## config.mk

```make
export PLATFORM = sky130hd
export DESIGN_NAME = triwire_slave
export DESIGN_NICKNAME = d
export VERILOG_FILES = /design/src/rtl/tw_pkg.sv /design/src/rtl/tw_sync.sv /design/src/rtl/tw_serial_fsm.sv /design/src/rtl/tw_reg_bank.sv /design/src/rtl/triwire_slave.sv
export SDC_FILE = /design/constraint.sdc
export NUM_CORES = 1
export LEC_CHECK = 0
export CORE_UTILIZATION = 54
export CTS_BUF_LIST = sky130_fd_sc_hd__clkbuf_16
export CTS_CLUSTER_SIZE = 12
export DETAILED_ROUTE_END_ITERATION = 6
export HOLD_SLACK_MARGIN = 0.06
export PLACE_DENSITY = 0.88
export SYNTH_ARGS = -nofsm -noshare
export SYNTH_HDL_FRONTEND = slang
export SYNTH_HIERARCHICAL = 1
export SYNTH_SLANG_ARGS = --single-unit
```

## constraint.sdc

```tcl
create_clock -name clk -period 2 [get_ports clk]
set_clock_uncertainty 0.1 [all_clocks]
set_input_delay 0.3 -clock clk [delete_from_list [all_inputs] [get_ports clk]]
set_output_delay 0.3 -clock clk [all_outputs]
set_load 0.01 [all_outputs]
```

## src/rtl/tw_pkg.sv

```systemverilog
// Shared types and constants for the three-wire serial slave.
// Assumes an 8-bit data path and a 5-bit location field.
package tw_pkg;
    localparam int ADDR_W = 5;
    localparam int DATA_W = 8;

    localparam logic [ADDR_W-1:0] LOC_CTRL    = 5'd7;   // control register
    localparam logic [ADDR_W-1:0] LOC_CHARGE  = 5'd8;   // charger select register
    localparam logic [ADDR_W-1:0] LOC_BURST   = 5'd31;  // burst code / empty slot

    typedef enum logic [1:0] {
        PH_CMD,
        PH_WDATA,
        PH_RDATA,
        PH_DONE
    } tw_phase_e;

    typedef struct packed {
        logic              allow;  // command bit 7
        logic              ram;    // 1 = RAM space
        logic              burst;  // burst transfer
        logic [ADDR_W-1:0] addr;
        logic [DATA_W-1:0] data;
    } tw_wreq_t;
endpackage

```

## src/rtl/tw_sync.sv

```systemverilog
// Multi-bit level synchronizer for asynchronous host pins.
// Assumes each bit is independent; no bus coherency is implied.
module tw_sync #(
    parameter int WIDTH  = 3,
    parameter int STAGES = 2
) (
    input  logic             clk,
    input  logic             rst_n,
    input  logic [WIDTH-1:0] async_i,
    output logic [WIDTH-1:0] sync_o
);
    logic [STAGES-1:0][WIDTH-1:0] pipe_q;

    // Shift the raw pins through STAGES flops.
    always_ff @(posedge clk) begin
        if (!rst_n) pipe_q <= '0;
        else        pipe_q <= {pipe_q[STAGES-2:0], async_i};
    end

    assign sync_o = pipe_q[STAGES-1];
endmodule

```

## src/rtl/tw_serial_fsm.sv

```systemverilog
// Serial protocol engine: shifts the command and data in, sequences
// locations, fetches read bytes and drives the data line bit by bit.
// Assumes serial edges arrive as single-cycle pulses at least
// LOAD_WAIT+2 system cycles apart.
module tw_serial_fsm
    import tw_pkg::*;
#(
    parameter int LOAD_WAIT = 3
) (
    input  logic              clk,
    input  logic              rst_n,
    input  logic              ce_s,
    input  logic              sdi_s,
    input  logic              sclk_rise,
    input  logic              sclk_fall,
    input  logic [DATA_W-1:0] rd_data,
    output logic [ADDR_W-1:0] cur_addr,
    output logic              cur_ram,
    output tw_wreq_t          wreq,
    output logic              wreq_valid,
    output logic              sdo_q,
    output logic              oe_q
);
    localparam int BIT_W = $clog2(DATA_W);
    localparam int CNT_W = $clog2(LOAD_WAIT + 1);
    localparam logic [BIT_W-1:0] BIT_LAST = BIT_W'(DATA_W - 1);
    localparam logic [CNT_W-1:0] CNT_LOAD = CNT_W'(LOAD_WAIT);

    tw_phase_e         phase_q;
    logic [BIT_W-1:0]  bit_cnt;
    logic [DATA_W-1:0] shreg, tx_q;
    logic [CNT_W-1:0]  load_cnt;
    logic              allow_q, burst_q;
    logic [DATA_W-1:0] shift_nxt;
    logic [ADDR_W-1:0] addr_adv;

    // Next shift-register value and the saturating burst location step.
    always_comb begin
        shift_nxt = {sdi_s, shreg[DATA_W-1:1]};
        addr_adv  = (cur_addr == LOC_BURST) ? cur_addr : cur_addr + 1'b1;
    end

    // Protocol sequencing on synchronized serial edges.
    always_ff @(posedge clk) begin
        if (!rst_n) begin
            phase_q    <= PH_CMD;
            bit_cnt    <= '0;
            shreg      <= '0;
            tx_q       <= '0;
            load_cnt   <= '0;
            allow_q    <= 1'b0;
            burst_q    <= 1'b0;
            cur_addr   <= '0;
            cur_ram    <= 1'b0;
            wreq       <= '0;
            wreq_valid <= 1'b0;
            sdo_q      <= 1'b0;
            oe_q       <= 1'b0;
        end else begin
            wreq_valid <= 1'b0;
            if (load_cnt != '0) begin
                load_cnt <= load_cnt - 1'b1;
                if (load_cnt == CNT_W'(1)) tx_q <= rd_data;
            end
            if (!ce_s) begin
                phase_q <= PH_CMD;
                bit_cnt <= '0;
                oe_q    <= 1'b0;
            end else if (sclk_rise) begin
                oe_q    <= 1'b0;
                bit_cnt <= bit_cnt + 1'b1;
                case (phase_q)
                    PH_CMD: begin
                        shreg <= shift_nxt;
                        if (bit_cnt == BIT_LAST) begin
                            allow_q  <= shift_nxt[7];
                            cur_ram  <= shift_nxt[6];
                            burst_q  <= (shift_nxt[5:1] == LOC_BURST);
                            cur_addr <= (shift_nxt[5:1] == LOC_BURST) ? '0 : shift_nxt[5:1];
                            if (shift_nxt[0]) begin
                                phase_q  <= PH_RDATA;
                                load_cnt <= CNT_LOAD;
                            end else begin
                                phase_q  <= PH_WDATA;
                            end
                        end
                    end
                    PH_WDATA: begin
                        shreg <= shift_nxt;
                        if (bit_cnt == BIT_LAST) begin
                            wreq_valid <= 1'b1;
                            wreq       <= '{allow: allow_q, ram: cur_ram, burst: burst_q,
                                            addr: cur_addr, data: shift_nxt};
                            if (burst_q) cur_addr <= addr_adv;
                            else         phase_q  <= PH_DONE;
                        end
                    end
                    PH_RDATA: begin
                        if (bit_cnt == BIT_LAST) begin
                            if (burst_q) cur_addr <= addr_adv;
                            load_cnt <= CNT_LOAD;
                        end
                    end
                    default: ;
                endcase
            end else if (sclk_fall && phase_q == PH_RDATA) begin
                oe_q  <= 1'b1;
                sdo_q <= tx_q[bit_cnt];
            end
        end
    end
endmodule

```

## src/rtl/tw_reg_bank.sv

```systemverilog
// Register side: control and charger registers, clock burst staging
// buffer with ordered commit, write strobes and the read data mux.
// Assumes a new write request never arrives during a burst commit.
module tw_reg_bank
    import tw_pkg::*;
#(
    parameter int BURST_LEN = 8
) (
    input  logic              clk,
    input  logic              rst_n,
    input  logic              wreq_valid,
    input  tw_wreq_t          wreq,
    input  logic [ADDR_W-1:0] cur_addr,
    input  logic              cur_ram,
    input  logic [DATA_W-1:0] clk_rdata,
    input  logic [DATA_W-1:0] ram_rdata,
    output logic [DATA_W-1:0] rd_data,
    output logic [ADDR_W-1:0] reg_addr_o,
    output logic [DATA_W-1:0] reg_wdata_o,
    output logic              clk_wr_o,
    output logic              ram_wr_o,
    output logic              wp_o,
    output logic              trickle_en_o
);
    localparam int IDX_W = $clog2(BURST_LEN);
    localparam logic [ADDR_W-1:0] BURST_TOP = ADDR_W'(BURST_LEN - 1);
    localparam logic [IDX_W-1:0]  IDX_LAST  = IDX_W'(BURST_LEN - 1);

    logic [DATA_W-1:0] stage_q [BURST_LEN];
    logic              commit_act;
    logic [IDX_W-1:0]  commit_idx;
    logic              wp_q;
    logic [DATA_W-1:0] charge_q;
    logic              w_go, w_ram;
    logic [ADDR_W-1:0] w_addr;
    logic [DATA_W-1:0] w_data;
    logic              stage_wr;

    // Choose the write that lands this cycle: a commit step or a direct request.
    always_comb begin
        stage_wr = wreq_valid && wreq.allow && !wreq.ram && wreq.burst;
        w_go     = 1'b0;
        w_ram    = 1'b0;
        w_addr   = cur_addr;
        w_data   = '0;
        if (commit_act) begin
            w_go   = 1'b1;
            w_addr = ADDR_W'(commit_idx);
            w_data = stage_q[commit_idx];
        end else if (wreq_valid) begin
            w_go   = wreq.allow && !stage_wr;
            w_ram  = wreq.ram;
            w_addr = wreq.addr;
            w_data = wreq.data;
        end
    end

    // Staging buffer slots, one per clock burst location.
    for (genvar g = 0; g < BURST_LEN; g++) begin : g_stage
        always_ff @(posedge clk) begin
            if (!rst_n) stage_q[g] <= '0;
            else if (stage_wr && wreq.addr == ADDR_W'(g)) stage_q[g] <= wreq.data;
        end
    end

    // Commit sequencer, protected registers and strobe generation.
    always_ff @(posedge clk) begin
        if (!rst_n) begin
            commit_act  <= 1'b0;
            commit_idx  <= '0;
            wp_q        <= 1'b0;
            charge_q    <= '0;
            reg_addr_o  <= '0;
            reg_wdata_o <= '0;
            clk_wr_o    <= 1'b0;
            ram_wr_o    <= 1'b0;
        end else begin
            clk_wr_o    <= 1'b0;
            ram_wr_o    <= 1'b0;
            reg_addr_o  <= w_addr;
            reg_wdata_o <= w_data;
            if (commit_act) begin
                commit_idx <= commit_idx + 1'b1;
                if (commit_idx == IDX_LAST) commit_act <= 1'b0;
            end else if (stage_wr && wreq.addr == BURST_TOP) begin
                commit_act <= 1'b1;
                commit_idx <= '0;
            end
            if (w_go) begin
                if (w_ram) begin
                    if (w_addr != LOC_BURST && !wp_q) ram_wr_o <= 1'b1;
                end else if (w_addr < LOC_CTRL) begin
                    if (!wp_q) clk_wr_o <= 1'b1;
                end else if (w_addr == LOC_CTRL) begin
                    wp_q <= w_data[DATA_W-1];
                end else if (w_addr == LOC_CHARGE) begin
                    if (!wp_q) charge_q <= w_data;
                end
            end
        end
    end

    // Read data for the presented location; empty slots read zero.
    always_comb begin
        if (cur_ram)                       rd_data = (reg_addr_o == LOC_BURST) ? '0 : ram_rdata;
        else if (reg_addr_o < LOC_CTRL)    rd_data = clk_rdata;
        else if (reg_addr_o == LOC_CTRL)   rd_data = {wp_q, {(DATA_W-1){1'b0}}};
        else if (reg_addr_o == LOC_CHARGE) rd_data = charge_q;
        else                               rd_data = '0;
    end

    assign wp_o         = wp_q;
    assign trickle_en_o = (charge_q[DATA_W-1:DATA_W-4] == 4'b1010);
endmodule

```

## src/rtl/triwire_slave.sv

```systemverilog
// Top of the three-wire serial register slave: synchronizes the host
// pins, detects serial clock edges and joins the protocol engine to the
// register side. Assumes the host holds each serial level for at least
// 8 system cycles. The output enable is also gated by the raw enable pin
// so the line is released without synchronizer delay.
module triwire_slave
    import tw_pkg::*;
#(
    parameter int SYNC_STAGES = 2,
    parameter int LOAD_WAIT   = 3,
    parameter int BURST_LEN   = 8
) (
    input  logic              clk,
    input  logic              rst_n,
    input  logic              ce_i,
    input  logic              sclk_i,
    input  logic              sdio_i,
    output logic              sdio_o,
    output logic              sdio_oe,
    output logic [ADDR_W-1:0] reg_addr_o,
    output logic [DATA_W-1:0] reg_wdata_o,
    output logic              clk_wr_o,
    output logic              ram_wr_o,
    input  logic [DATA_W-1:0] clk_rdata_i,
    input  logic [DATA_W-1:0] ram_rdata_i,
    output logic              wp_o,
    output logic              trickle_en_o
);
    logic [2:0]        pins_s;
    logic              sclk_d, sclk_rise, sclk_fall, oe_q;
    logic [ADDR_W-1:0] cur_addr;
    logic              cur_ram, wreq_valid;
    tw_wreq_t          wreq;
    logic [DATA_W-1:0] rd_data;

    tw_sync #(.WIDTH(3), .STAGES(SYNC_STAGES)) u_sync (
        .clk(clk), .rst_n(rst_n),
        .async_i({sdio_i, sclk_i, ce_i}), .sync_o(pins_s)
    );

    // Delay the synchronized serial clock for edge detection.
    always_ff @(posedge clk) begin
        if (!rst_n) sclk_d <= 1'b0;
        else        sclk_d <= pins_s[1];
    end

    assign sclk_rise = pins_s[1] & ~sclk_d;
    assign sclk_fall = ~pins_s[1] & sclk_d;

    tw_serial_fsm #(.LOAD_WAIT(LOAD_WAIT)) u_fsm (
        .clk(clk), .rst_n(rst_n), .ce_s(pins_s[0]), .sdi_s(pins_s[2]),
        .sclk_rise(sclk_rise), .sclk_fall(sclk_fall), .rd_data(rd_data),
        .cur_addr(cur_addr), .cur_ram(cur_ram), .wreq(wreq),
        .wreq_valid(wreq_valid), .sdo_q(sdio_o), .oe_q(oe_q)
    );

    tw_reg_bank #(.BURST_LEN(BURST_LEN)) u_regs (
        .clk(clk), .rst_n(rst_n), .wreq_valid(wreq_valid), .wreq(wreq),
        .cur_addr(cur_addr), .cur_ram(cur_ram), .clk_rdata(clk_rdata_i),
        .ram_rdata(ram_rdata_i), .rd_data(rd_data), .reg_addr_o(reg_addr_o),
        .reg_wdata_o(reg_wdata_o), .clk_wr_o(clk_wr_o), .ram_wr_o(ram_wr_o),
        .wp_o(wp_o), .trickle_en_o(trickle_en_o)
    );

    assign sdio_oe = oe_q & ce_i;
endmodule

```

==> flow_metrics.tcl <==
set metrics [dict create \
    outcome "finished, violations left" \
    violations "setup timing" \
    ir_drop_mv 0.674 \
    synth_top_family_by_area "simple AND/OR/NAND/NOR gates" \
    worst_skew_pair.late_latency_ns 0.42 \
    r2r_end "u_fsm/cur_addr[0]$_SDFFE_PN0P_" \
    routedWlPerCell_um 20.0 \
    place_area_um2 7670 \
    synth-compound-area-share_pct 11.6 \
    hold_path_depth 3 \
    syn_nets 638 \
    dpl.hpwl_um 11500 \
    slew_violations 0 \
    overflow 0 \
    r2r_setup_slack_ns -0.06 \
    fmax_mhz 486 \
    grt_setup_unrepaired "yes" \
    layout_commonest_cell "dfxtp_1" \
    post-route-period-util_pct 103 \
    synth_area_um2 6960 \
    cts.sinks 151 \
    wirelength_um 17300 \
    most-common-layout-cells "dfxtp_1, and2_1, edfxtp_1" \
    synth_edf_count 64 \
    clk_pin_slew_worst_paths_ns 0.06 \
    io_buffers 39 \
    numCtsBuffers 17 \
    antenna_left 0 \
    synth_top_flop_cell "dfxtp_1" \
    whs_endpoint "u_fsm/load_cnt[0]$_SDFF_PN0_" \
    reg2reg_from "u_fsm/cur_addr[1]$_SDFFE_PN0P_" \
    fin_crit_ns 2.06 \
    num_rows 41 \
    synth_fa_ha_area_share_pct 1.80 \
    root_buffer "clkbuf_16" \
    detail_route.iter0.violations 550 \
    ff2ff_path_depth 8 \
    async_reset_ff_share_pct 0 \
    dieArea_um2 13300 \
    design_area_um2 8330 \
    synth_cells 607 \
    drc 0 \
    synthXorXnorAreaFrac_pct 0.126 \
    die_w_um 116 \
    max_cap_viol_count 0 \
    areaGrowthSynthToFinish_pct 19.8 \
    pin_count 40 \
    grt_util_all_layers_pct 26.8 \
    power_density_nw_per_um2 789 \
    muxShareOfSynthArea_pct 10.6 \
    gp_congestion 0.865 \
    worst_pin_slew_ns 0.699 \
    path_class "reg -> reg" \
    vias 5174 \
    hp-class "in -> reg" \
    cts_tree "built" \
    cts_max_level 4 \
    core_area_um2 12600 \
    first_pass_iters 5 \
    grt_max_degree 40 \
    fin_hold_ws_ns 0.333 \
    crit_path_max_fanout 5 \
    antenna_found_initial 0 \
    synth_seq_area_share_pct 52.7 \
    die_h_um 116 \
    via_per_inst 5.98 \
    clk_path_buf_depth 2 \
    initial_utilization_pct 55.4 \
    worstSetupEndpointType "flop" \
    synth-simple-area-share_pct 18.8 \
    n_antenna_cell 0 \
    setup_ws_ns -0.0575 \
    ys_warn_count 6 \
    relSlewSlack_pct 53.2 \
    postCtsHoldBufs 0 \
    grt_pass1_wl_um 26300 \
    nNetsFinal 711 \
    yosys_register_bits 151 \
    setup_viol 1 \
    drive_gt1_share_pct 18.2 \
    finalHoldViolCount 0 \
    synth.distinct_cells 61 \
    grt_pass1_vias 5033 \
    avgSynthCellArea_um2 11.5 \
    worstSetupStartpointType "flop" \
    required_ns 2.20 \
    min-delay-start "rst_n" \
    p_leak_nw 2.96 \
    cp.arrival_ns 2.26 \
]
-- metal layers --
layer,track usage [%],wire length [um]
met3,6.38,1130
met5,0,0
met2,43.8,8790
met1,32.5,6790
met4,15.0,624
-- state kept, by name, summed over array words and instances, names as in the netlist, 2 cells and up, named ones only --
| signal | flops |
|---|---|
| u_sync/pipe_q | 3 |
| u_fsm/cur_addr | 5 |
| u_regs/charge_q | 8 |
| u_regs/stage_q | 64 |
| u_regs/reg_addr_o | 5 |
| u_fsm/phase_q | 2 |
| u_regs/commit_idx | 3 |
| u_fsm/load_cnt | 2 |
| u_sync/sync_o | 3 |
| u_fsm/wreq | 16 |
| u_regs/reg_wdata_o | 8 |
| u_fsm/shreg | 7 |
| u_fsm/bit_cnt | 3 |
| u_fsm/tx_q | 8 |
-- power breakdown --
part / switching (mW) / leakage, nW / internal (mW) / total, mW
sequential: 0.0266 / 1.31 / 3.28 / 3.30
clock: 1.24 / 0.294 / 1.84 / 3.09
combinational: 0.0918 / 1.35 / 0.0917 / 0.184
total: 1.36 / 2.96 / 5.21 / 6.57
-- cell families (layout without fill, tap and decap cells) --
logic type / Yosys count / after routing
AO/OA/AOI/OAI: 107 / 107
XOR/XNOR: 1 / 1
adder cells (fa/ha/maj): 10 / 10
buffers and inverters: 44 / 130
flip-flops: 151 / 151
multiplexers: 56 / 56
AND/OR/NAND/NOR: 238 / 238
-- synthesized netlist by cell type (2+ instances only) --
library cell | count | share of area, %
a211oi_1 | 11 | 1.2
a21boi_0 | 16 | 1.7
a21oi_1 | 8 | 0.58
a22oi_1 | 17 | 1.8
a31oi_1 | 3 | 0.27
a32oi_1 | 7 | 0.88
a41oi_1 | 9 | 1.1
and2_1 | 76 | 6.8
and3_1 | 2 | 0.18
buf_2 | 5 | 0.36
buf_4 | 7 | 0.76
buf_6 | 12 | 1.9
clkbuf_1 | 10 | 0.54
dfxtp_1 | 87 | 25
edfxtp_1 | 64 | 28
ha_1 | 10 | 1.8
inv_1 | 7 | 0.38
mux2_2 | 2 | 0.32
mux2i_1 | 40 | 5.8
mux2i_4 | 2 | 0.65
mux4_1 | 4 | 1.5
mux4_2 | 6 | 1.9
nand2_1 | 51 | 2.8
nand2b_1 | 12 | 1.1
nand3_1 | 8 | 0.58
nand4_1 | 6 | 0.54
nor2_1 | 34 | 1.8
nor2b_1 | 26 | 2.3
nor3_1 | 8 | 0.58
nor3_2 | 2 | 0.29
nor4_1 | 4 | 0.36
o21a_1 | 2 | 0.22
o21ai_0 | 19 | 1.4
o31ai_1 | 3 | 0.32
-- metrics by stage --
stage               cells  worst slack (ns)  setup TNS, ns  utilization, %  power, mW
global placement      828           0.00160              0            61.0       3.54
global route          865           -0.0745         -0.228            66.3       6.73
finish                865           -0.0575        -0.0575            66.3       6.57
CTS                   860            0.0264              0            65.7       6.58
detailed placement    828           -0.0773         -0.870            61.0       3.55
floorplan             607           -0.0155         -0.734               -       3.46
-- final cells by class --
class	count	area, um^2
clock buffers	19	475
clock inverters	13	101
fillers	825	4230
inverters	8	30.0
multi-input cells	412	3070
flip-flops and latches	151	3670
well taps	172	215
repair buffers	90	768
-- worst max-delay path, stage by stage, from the launching register on --
cell	delay [ns]
dfxtp_2	0.34
ha_4	0.17
and3_4	0.18
ha_4	0.15
nand2b_4	0.14
a2111oi_4	0.35
buf_6	0.18
mux2i_1	0.24
a21boi_1	0.10
-- worst max-delay path by stage --
stage	start	endpoint	slack, ns	depth (start not counted)
after global routing	u_fsm/cur_addr[0]$_SDFFE_PN0P_	u_fsm/cur_addr[0]$_SDFFE_PN0P_	-0.07	8
after floorplan	u_fsm/wreq_valid$_SDFF_PN0_	u_regs/stage_q[1][0]$_SDFFCE_PN0P_	-0.02	5
final	u_fsm/cur_addr[1]$_SDFFE_PN0P_	u_fsm/cur_addr[0]$_SDFFE_PN0P_	-0.06	8
after global placement	u_fsm/wreq_valid$_SDFF_PN0_	u_regs/stage_q[3][3]$_SDFFCE_PN0P_	0.002	4
after detailed placement	u_fsm/wreq_valid$_SDFF_PN0_	u_regs/stage_q[2][6]$_SDFFCE_PN0P_	-0.08	4
after CTS	u_fsm/cur_addr[1]$_SDFFE_PN0P_	u_fsm/cur_addr[0]$_SDFFE_PN0P_	0.03	8
-- repair_timing --
| action | CTS | global route |
|---|---|---|
| endpoints found under the setup margin | 60 | 52 |
| gates resized for setup | 6 | 13 |
| cloned | 0 | 1 |
| pin swaps | 0 | 5 |
| buffers inserted | 0 | 4 |
Note: power is estimated with default switching activity, not from simulation.
